--- src/rtl/sdmci_stat_pkg.sv ---
package sdmci_stat_pkg;

    localparam int STAT_W   = 32;
    localparam int STICKY_W = 11;
    localparam int LIVE_W   = STAT_W - STICKY_W;
    localparam int ADDR_W   = 12;

    localparam logic [ADDR_W-1:0] OFS_STATUS = 12'h034;
    localparam logic [ADDR_W-1:0] OFS_CLEAR  = 12'h038;
    localparam logic [ADDR_W-1:0] OFS_MASK0  = 12'h03C;
    localparam logic [ADDR_W-1:0] OFS_FCOUNT = 12'h048;
    localparam logic [ADDR_W-1:0] OFS_WIN_LO = 12'h080;
    localparam logic [ADDR_W-1:0] OFS_WIN_HI = 12'h0BC;

    // sticky bits that exist; bit 9 is reserved
    localparam logic [STICKY_W-1:0] STICKY_IMPL = 11'b101_1111_1111;

    typedef enum logic {
        DEF_FREE = 1'b0,
        DEF_HELD = 1'b1
    } defer_st_e;

    typedef struct packed {
        logic              wr;
        logic              rd;
        logic [ADDR_W-1:0] addr;
        logic [STAT_W-1:0] wdata;
    } reg_req_t;

    function automatic logic [ADDR_W-1:0] mask_ofs(input int lane);
        return OFS_MASK0 + ADDR_W'(4 * lane);
    endfunction

    function automatic logic in_fifo_window(input logic [ADDR_W-1:0] a);
        return (a >= OFS_WIN_LO) && (a <= OFS_WIN_HI) && (a[1:0] == 2'b00);
    endfunction

endpackage

--- src/rtl/sdmci_sticky_bank.sv ---
module sdmci_sticky_bank
    import sdmci_stat_pkg::*;
(
    input  logic                clk,
    input  logic                rst,
    input  logic [STICKY_W-1:0] set_i,
    input  logic [STICKY_W-1:0] clr_i,
    output logic [STICKY_W-1:0] sticky_o
);

    logic [STICKY_W-1:0] sticky_q;
    logic [STICKY_W-1:0] set_eff;

    assign set_eff  = set_i & STICKY_IMPL;
    assign sticky_o = sticky_q;

    always_ff @(posedge clk) begin
        if (rst) begin
            sticky_q <= '0;
        end else begin
            // a set in the same cycle overrides a clear
            sticky_q <= ((sticky_q & ~clr_i) | set_eff) & STICKY_IMPL;
        end
    end


    set_wins_chk: assert property (@(posedge clk) disable iff (rst)
        (|set_eff) |=> ((sticky_q & $past(set_eff)) == $past(set_eff)));


    clear_takes_chk: assert property (@(posedge clk) disable iff (rst)
        (|(clr_i & ~set_eff)) |=> ((sticky_q & $past(clr_i & ~set_eff)) == '0));


    sticky_keep_chk: assert property (@(posedge clk) disable iff (rst)
        (clr_i == '0) |=> ((~sticky_q & $past(sticky_q)) == '0));

endmodule

--- src/rtl/sdmci_irq_lane.sv ---
module sdmci_irq_lane
    import sdmci_stat_pkg::*;
#(
    parameter logic [ADDR_W-1:0] MASK_OFS = 12'h03C
) (
    input  logic              clk,
    input  logic              rst,
    input  reg_req_t          req_i,
    input  logic [STAT_W-1:0] stat_i,
    output logic [STAT_W-1:0] mask_o,
    output logic              irq_o
);

    logic [STAT_W-1:0] mask_q;
    logic              irq_q;
    logic              mask_we;

    assign mask_we = req_i.wr && (req_i.addr == MASK_OFS);
    assign mask_o  = mask_q;
    assign irq_o   = irq_q;

    always_ff @(posedge clk) begin
        if (rst) begin
            mask_q <= '0;
            irq_q  <= 1'b0;
        end else begin
            if (mask_we) begin
                mask_q <= req_i.wdata;
            end
            irq_q <= |(stat_i & mask_q);
        end
    end


    mask_zero_quiet_chk: assert property (@(posedge clk) disable iff (rst)
        (mask_we && req_i.wdata == '0) |=> ##1 !irq_o);


    no_mask_no_irq_chk: assert property (@(posedge clk) disable iff (rst)
        (mask_q == '0) |=> !irq_o);

endmodule

--- src/rtl/sdmci_read_defer.sv ---
module sdmci_read_defer
    import sdmci_stat_pkg::*;
(
    input  logic clk,
    input  logic rst,
    input  logic pop_i,
    input  logic release_i,
    output logic hold_o,
    output logic kick_o
);

    defer_st_e st_q, st_d;
    logic      kick_q;
    logic      do_release;

    assign do_release = (st_q == DEF_HELD) && release_i && !pop_i;

    always_comb begin
        st_d = st_q;
        if (pop_i) begin
            st_d = DEF_HELD;
        end else if (do_release) begin
            st_d = DEF_FREE;
        end
    end

    always_ff @(posedge clk) begin
        if (rst) begin
            st_q   <= DEF_FREE;
            kick_q <= 1'b0;
        end else begin
            st_q   <= st_d;
            kick_q <= do_release;
        end
    end

    assign hold_o = (st_q == DEF_HELD);
    assign kick_o = kick_q;


    pop_holds_chk: assert property (@(posedge clk) disable iff (rst)
        pop_i |=> hold_o);


    release_frees_chk: assert property (@(posedge clk) disable iff (rst)
        (hold_o && release_i && !pop_i) |=> (!hold_o && kick_o));


    kick_needs_hold_chk: assert property (@(posedge clk) disable iff (rst)
        (!hold_o) |=> !kick_o);

endmodule

--- src/rtl/sdmci_irq_status.sv ---
module sdmci_irq_status
    import sdmci_stat_pkg::*;
#(
    parameter int N_IRQ = 2
) (
    input  logic                clk,
    input  logic                rst,
    input  logic                reg_wr,
    input  logic                reg_rd,
    input  logic [ADDR_W-1:0]   reg_addr,
    input  logic [STAT_W-1:0]   reg_wdata,
    output logic [STAT_W-1:0]   reg_rdata,
    input  logic [STICKY_W-1:0] evt_set,
    input  logic [LIVE_W-1:0]   live_flags,
    input  logic                fifo_has_word,
    output logic [N_IRQ-1:0]    irq,
    output logic                xfer_hold,
    output logic                xfer_kick
);

    reg_req_t            req;
    logic [STICKY_W-1:0] clr_bits;
    logic [STICKY_W-1:0] sticky;
    logic [STAT_W-1:0]   status_word;
    logic [STAT_W-1:0]   lane_mask [N_IRQ];
    logic                fifo_pop;
    logic                defer_release;

    assign req = '{wr: reg_wr, rd: reg_rd, addr: reg_addr, wdata: reg_wdata};

    assign clr_bits = (req.wr && req.addr == OFS_CLEAR) ? req.wdata[STICKY_W-1:0] : '0;

    assign fifo_pop      = req.rd && in_fifo_window(req.addr) && fifo_has_word;
    assign defer_release = req.rd && (req.addr == OFS_STATUS || req.addr == OFS_FCOUNT);

    sdmci_sticky_bank u_sticky (
        .clk      (clk),
        .rst      (rst),
        .set_i    (evt_set),
        .clr_i    (clr_bits),
        .sticky_o (sticky)
    );

    assign status_word = {live_flags, sticky};

    for (genvar g = 0; g < N_IRQ; g++) begin : g_lane
        sdmci_irq_lane #(
            .MASK_OFS (mask_ofs(g))
        ) u_lane (
            .clk    (clk),
            .rst    (rst),
            .req_i  (req),
            .stat_i (status_word),
            .mask_o (lane_mask[g]),
            .irq_o  (irq[g])
        );
    end

    sdmci_read_defer u_defer (
        .clk       (clk),
        .rst       (rst),
        .pop_i     (fifo_pop),
        .release_i (defer_release),
        .hold_o    (xfer_hold),
        .kick_o    (xfer_kick)
    );

    always_comb begin
        reg_rdata = '0;
        if (req.addr == OFS_STATUS) begin
            reg_rdata = status_word;
        end
        for (int i = 0; i < N_IRQ; i++) begin
            if (req.addr == mask_ofs(i)) begin
                reg_rdata = lane_mask[i];
            end
        end
    end


    status_not_writable_chk: assert property (@(posedge clk) disable iff (rst)
        (reg_wr && reg_addr == OFS_STATUS && evt_set == '0) |=>
            ((~sticky & $past(sticky)) == '0 && (sticky & ~$past(sticky)) == '0));

endmodule

--- config.mk ---
export PLATFORM = sky130hd
export DESIGN_NAME = sdmci_irq_status
export DESIGN_NICKNAME = d
export VERILOG_FILES = /design/src/rtl/sdmci_stat_pkg.sv /design/src/rtl/sdmci_sticky_bank.sv /design/src/rtl/sdmci_irq_lane.sv /design/src/rtl/sdmci_read_defer.sv /design/src/rtl/sdmci_irq_status.sv
export SDC_FILE = /design/constraint.sdc
export NUM_CORES = 1
export LEC_CHECK = 0
export ABC_AREA = 1
export BUFFER_PORTS_ARGS = -buffer_cell sky130_fd_sc_hd__buf_4
export CAP_MARGIN = 20
export CORE_ASPECT_RATIO = 0.8
export CORE_MARGIN = 4
export CORE_UTILIZATION = 40
export DETAILED_ROUTE_END_ITERATION = 8
export HOLD_SLACK_MARGIN = 0.12
export SYNTH_ARGS = -nofsm -noshare
export SYNTH_HDL_FRONTEND = slang
export SYNTH_SLANG_ARGS = --single-unit
--- constraint.sdc ---
create_clock -name clk -period 1.3 [get_ports clk]
set_clock_uncertainty 0.2 [all_clocks]
set_input_delay 0 -clock clk [delete_from_list [all_inputs] [get_ports clk]]
set_output_delay 0 -clock clk [all_outputs]
set_load 0.05 [all_outputs]
; ---- Word-level counts from Yosys, hierarchy flattened
; Cells that the tools add are included.
[classes]
order_cmp = 2
eq_ne = 5
muxes = 6
n_bitwise = 5
n_reduce_logical = 16
[ops]
columns = operator, n
row1 = 32-bit 2-to-1 mux, 3
row2 = 32-bit bitwise AND, 2
row3 = 32-bit OR reduction, 2
row4 = 12-bit by 6-bit == test with 1-bit output (second input constant), 3
row5 = 12-bit by 7-bit == test with 1-bit output (second input constant), 2
row6 = 12-bit by 8-bit greater-or-equal comparator with 1-bit output (second input constant), 1
row7 = 12-bit by 8-bit less-or-equal comparator with 1-bit output (second input constant), 1
row8 = 11-bit bitwise AND, 1
row9 = 11-bit 2-to-1 mux, 1
row10 = 11-bit inverter, 1
row11 = 11-bit OR, 1
row12 = 1-bit logical AND, 10
row13 = 2-bit zero test, 1
row14 = 1-bit 2-to-1 mux, 2
row15 = 2-bit nonzero test, 1
row16 = 1-bit zero test, 1
row17 = 1-bit logical OR, 1
[word_totals]
reg_bits = 79
out_inout_bits = 36

; ---- Logic depth before layout (Yosys ltp)
[depth]
ltp_word = 9
depth_mapped = 10
depth_no_buf = 9

; ---- Modules after synthesis
; From an unflattened synthesis, not the netlist that was laid out.
[unflattened]
hier_cells = 858
hier_area_um2 = 5437.7
[modules_own_cells]
columns = module, n_inst, cells_each, area_per_inst_um2, seq_area_each_um2
row1 = sdmci_irq_lane (g_lane[0].u_lane), 1, 215, 1918.1, 660.6
row2 = sdmci_irq_status, 1, 364, 1594.0, 0.0
row3 = sdmci_irq_lane (g_lane[1].u_lane), 1, 218, 1428.9, 660.6
row4 = sdmci_sticky_bank, 1, 53, 422.9, 200.2
row5 = sdmci_read_defer, 1, 8, 73.8, 40.0

; ---- Worst setup path after synthesis
; OpenSTA, ideal clock, no wires.
[synth_timing]
path_kind = input to output
start = in reg_addr[9]
end = out reg_rdata[9]
arrival_ns = 1.479
t_required_ns = 1.100
path_slack_ns = -0.379
stages = 6
cell_sequence = nor2_2 -> nand2_2 -> nor2_2 -> nand2_2 -> buf_2 -> o22ai_1
[synth_between]
elab_chain_len = 4
[synth_rtl]
columns = element, line
row1 = from (decl), sdmci_irq_status.sv:10  ; input logic [ADDR_W-1:0] reg_addr,
row2 = 12-bit by 6-bit == test with 1-bit output, sdmci_irq_status.sv:70  ; if (req.addr == OFS_STATUS) begin
row3 = 32-bit 2-to-1 mux, sdmci_irq_status.sv:70
row4 = 32-bit 2-to-1 mux, sdmci_irq_status.sv:74  ; if (req.addr == mask_ofs(i)) begin
row5 = 32-bit 2-to-1 mux *, sdmci_irq_status.sv:74
row6 = to (decl), sdmci_irq_status.sv:12  ; output logic [STAT_W-1:0] reg_rdata,
; Every way passes the cells marked *; elsewhere a longest branch is shown, timed or not.

; ---- Final worst setup path
[layout_timing]
start = in reg_addr[5]
end = out reg_rdata[30]
; The elaborated chain is that of the path after synthesis.

==> flow_summary_export.csv <==
group,metric,value,unit
timing,setup_viol,43,
yosys,ys_ff_latch,78,
routing,vias,6007,
routing,ant_nets,0,
run_status,status,"complete, but fails checks",
clock_tree,cts_buffers,9,
yosys,synth_area,4954,um^2
yosys,ys_types,20,
worst_setup_path,crit_buf_inv,7,
place,dp_cells,1157,
timing,rsz0062_at_grt,"yes",
clock_tree,root_buffer,"clkbuf_16",
place,gp_congestion,0.8246,
clock_tree,clkSlewWorstSetupHoldPaths,0.06,ns
floorplan,fp.dieW,132.4,um
global_route,grtUsageTotal,0.2329,
clock_tree,htree_levels,3,
floorplan,boundaryPins,117,
global_route,grt_overflow,0,
routing,drt-pass1-iter-count,5,
clock_tree,clock_latency,0.35,ns
worst_setup_path,critPathArrivalTime,1.28,ns
floorplan,die-area,14240,um^2
global_route,antenna_found_initial,0,
global_route,grt_pass1_vias,5413,
timing,clock.fmax,673.6,MHz
worst_setup_path,required,1.10,ns
cells_and_area,antenna_cells,0,
cells_and_area,stdcell_count,1281,
worst_setup_path,path_class,"input pin to output pin",
worst_setup_path,worst_path_most_repeated_cell,"nand2_2",
yosys,synth.avg_cell_area,5.504,um^2
worst_setup_path,cp-start-kind,"input pin",
worst_setup_path,crit_family,"buffers and inverters",
clock_tree,cts_num_sinks,78,
worst_setup_path,path_cells,"buf_4 > nand2_2 > inv_1 > nand2_2 > nor2_4 > buf_6 > buf_12 > buf_8 > nand3_1 > nand3_1 > nand2_2 > clkinvlp_4 > buf_8",
place,post-place-ws,-0.2100,ns
routing,drc,0,
timing,min_period,1.485,ns
power_and_ir_drop,max-vdd-ir-drop,0.0005717,V
place,post-dp-hpwl,10140,um
worst_setup_path,worstPathMaxFanout,7,
yosys,syn_inst,900,
run_status,violations,"negative setup slack",
routing,routedWlPerCell,14.22,um
timing,worst_slack,-0.1846,ns
cells_and_area,drive_above_1_share,0.3454,
worst_setup_path,cp_slowest_cell,"buf_8",
timing,report.final.slew_viol_count,0,
timing,report.final.hold_viol_count,0,
routing,viasPerCell,4.689,
power_and_ir_drop,finalPower,5613,uW
floorplan,rows,36,
timing,min_period_over_period,1.142,
floorplan,core,12160,um^2
power_and_ir_drop,power_density,634.7,nW/um^2
worst_hold_path,hold_path_class,"input pin to register",
clock_tree,tritoncts,"built",
worst_setup_path,cpPeakStageDelay,0.15,ns
place,port_buffers,115,
timing,worst_pin_slew,0.2230,ns
timing,tns,-5.540,ns
routing,totalWireLength,18220,um
global_route,grt_max_degree,36,
clock_tree,cts_max_path_buffers,2,
worst_setup_path,end_kind,"output pin",
floorplan,initial_core_util,0.4073,
run,maxCapViolations,0,
yosys,syn_nets,981,
global_route,grt_pass1_wl,26720,um
cells_and_area,fin_nets,1205,
cells_and_area,fillers,990,
timing,slew_headroom,0.8498,
power_and_ir_drop,power.leakage,0.004436,uW
floorplan,dieHeight,107.5,um
yosys,yosysSeqAreaShare,0.3152,
yosys,yosys_warnings,0,
cells_and_area,syn2layout_area_growth,78.53,%
routing,first_iter_violations,377,
metrics by stage:
| stage | util | area [um^2] | hold WS (ns) |
|---|---|---|---|
| 2_1_floorplan | - | 5081 | -0.1309 |
| 3_3_place_gp | 0.5220 | 6349 | 0.03528 |
| 3_5_place_dp | 0.5220 | 6349 | 0.03316 |
| 4_1_cts | 0.6646 | 8083 | -0.1535 |
| 5_1_grt | 0.7272 | 8843 | 0.2339 |
| 6_report | 0.7272 | 8843 | 0.1634 |
metal layers:
metal	track usage	share of wire
met1	0.3266	0.47
met2	0.3605	0.45
met3	0.04953	0.068
met4	0.06973	0.017
met5	0	0
cell families (layout without fill, tap and decap cells):
logic type,count (synthesis),in the layout,share of synthesized area
AOI/OAI and AO/OA,16,16,0.01642
and+or+nand+nor,616,616,0.5059
DFF,78,78,0.3152
buffers and inverters,190,419,0.1624
synth_stat cells, drive strengths merged:
library cell / count / share of area
o22ai: 1 / 0.0013
o21ai: 2 / 0.0020
a21oi: 13 / 0.013
nand4: 1 / 0.0013
nand2: 317 / 0.24
nor3: 1 / 0.0020
dfxtp: 78 / 0.32
clkbuf: 9 / 0.0068
inv: 146 / 0.11
nor2: 191 / 0.15
buf: 35 / 0.045
nand3: 106 / 0.11
worst paths after layout:
| check | slack, ns | cells after the start | to | from |
|---|---|---|---|---|
| worst min-delay path | 0.16 | 9 | u_defer.kick_o | reg_addr[2] |
| worst min register to register | 0.31 | 2 | u_sticky.sticky_o[3] | u_sticky.sticky_o[3] |
| worst max register to register | -0.03 | 8 | g_lane[1].u_lane.irq_o | u_sticky.sticky_o[2] |
| worst max-delay path | -0.18 | 13 | reg_rdata[30] | reg_addr[5] |
sequential cells by signal, indices dropped and copies added, names as in the netlist:
register and cells:
u_defer.hold_o 1, u_defer.kick_o 1, g_lane.u_lane.irq_o 2, g_lane.u_lane.mask_o 64, u_sticky.sticky_o 10
layout by cell type (no fill, tap or decap), drive strengths merged:
cell	n
nand2	317
nor2	191
buf	177
inv	117
nand3	106
dfxtp	78
dlygate4sd3	73
clkinvlp	32
clkbuf	15
a21oi	13
clkinv	4
o21ai	2
nor3	1
o22ai	1
nand4	1
bufbuf	1
area by class of cell:
class                   instances  area [um^2]  area share
inverters                     146        674.4     0.07626
multi-input cells             632         3163      0.3577
clock inverters                 7        50.05    0.005659
flip-flops and latches         78         1587      0.1794
clock buffers                   9        225.2     0.02547
well taps                     152        190.2     0.02151
repair buffers                257         2954      0.3340
worst reg2reg max path: stages (launching register included):
cell and delay [ns]:
dfxtp_4 0.36, buf_6 0.11, buf_6 0.11, nand2_4 0.05
nand2_2 0.04, nor2_1 0.08, nand2_1 0.08, nor2_1 0.11
a21oi_1 0.07
power by group:
| part | switching (uW) | total [uW] | internal [uW] |
|---|---|---|---|
| registers | 19.3 | 2430 | 2410 |
| logic | 336 | 792 | 456 |
| clock network | 1090 | 2390 | 1300 |
what timing repair did:
item,CTS,global route
hold endpoints to repair,78,2
pin swaps,25,45
setup endpoints to repair,32,67
setup buffers,14,11
resized for setup,169,130
gates cloned,6,9
hold buffers,67,6
Power figures use the tool's default switching activity.
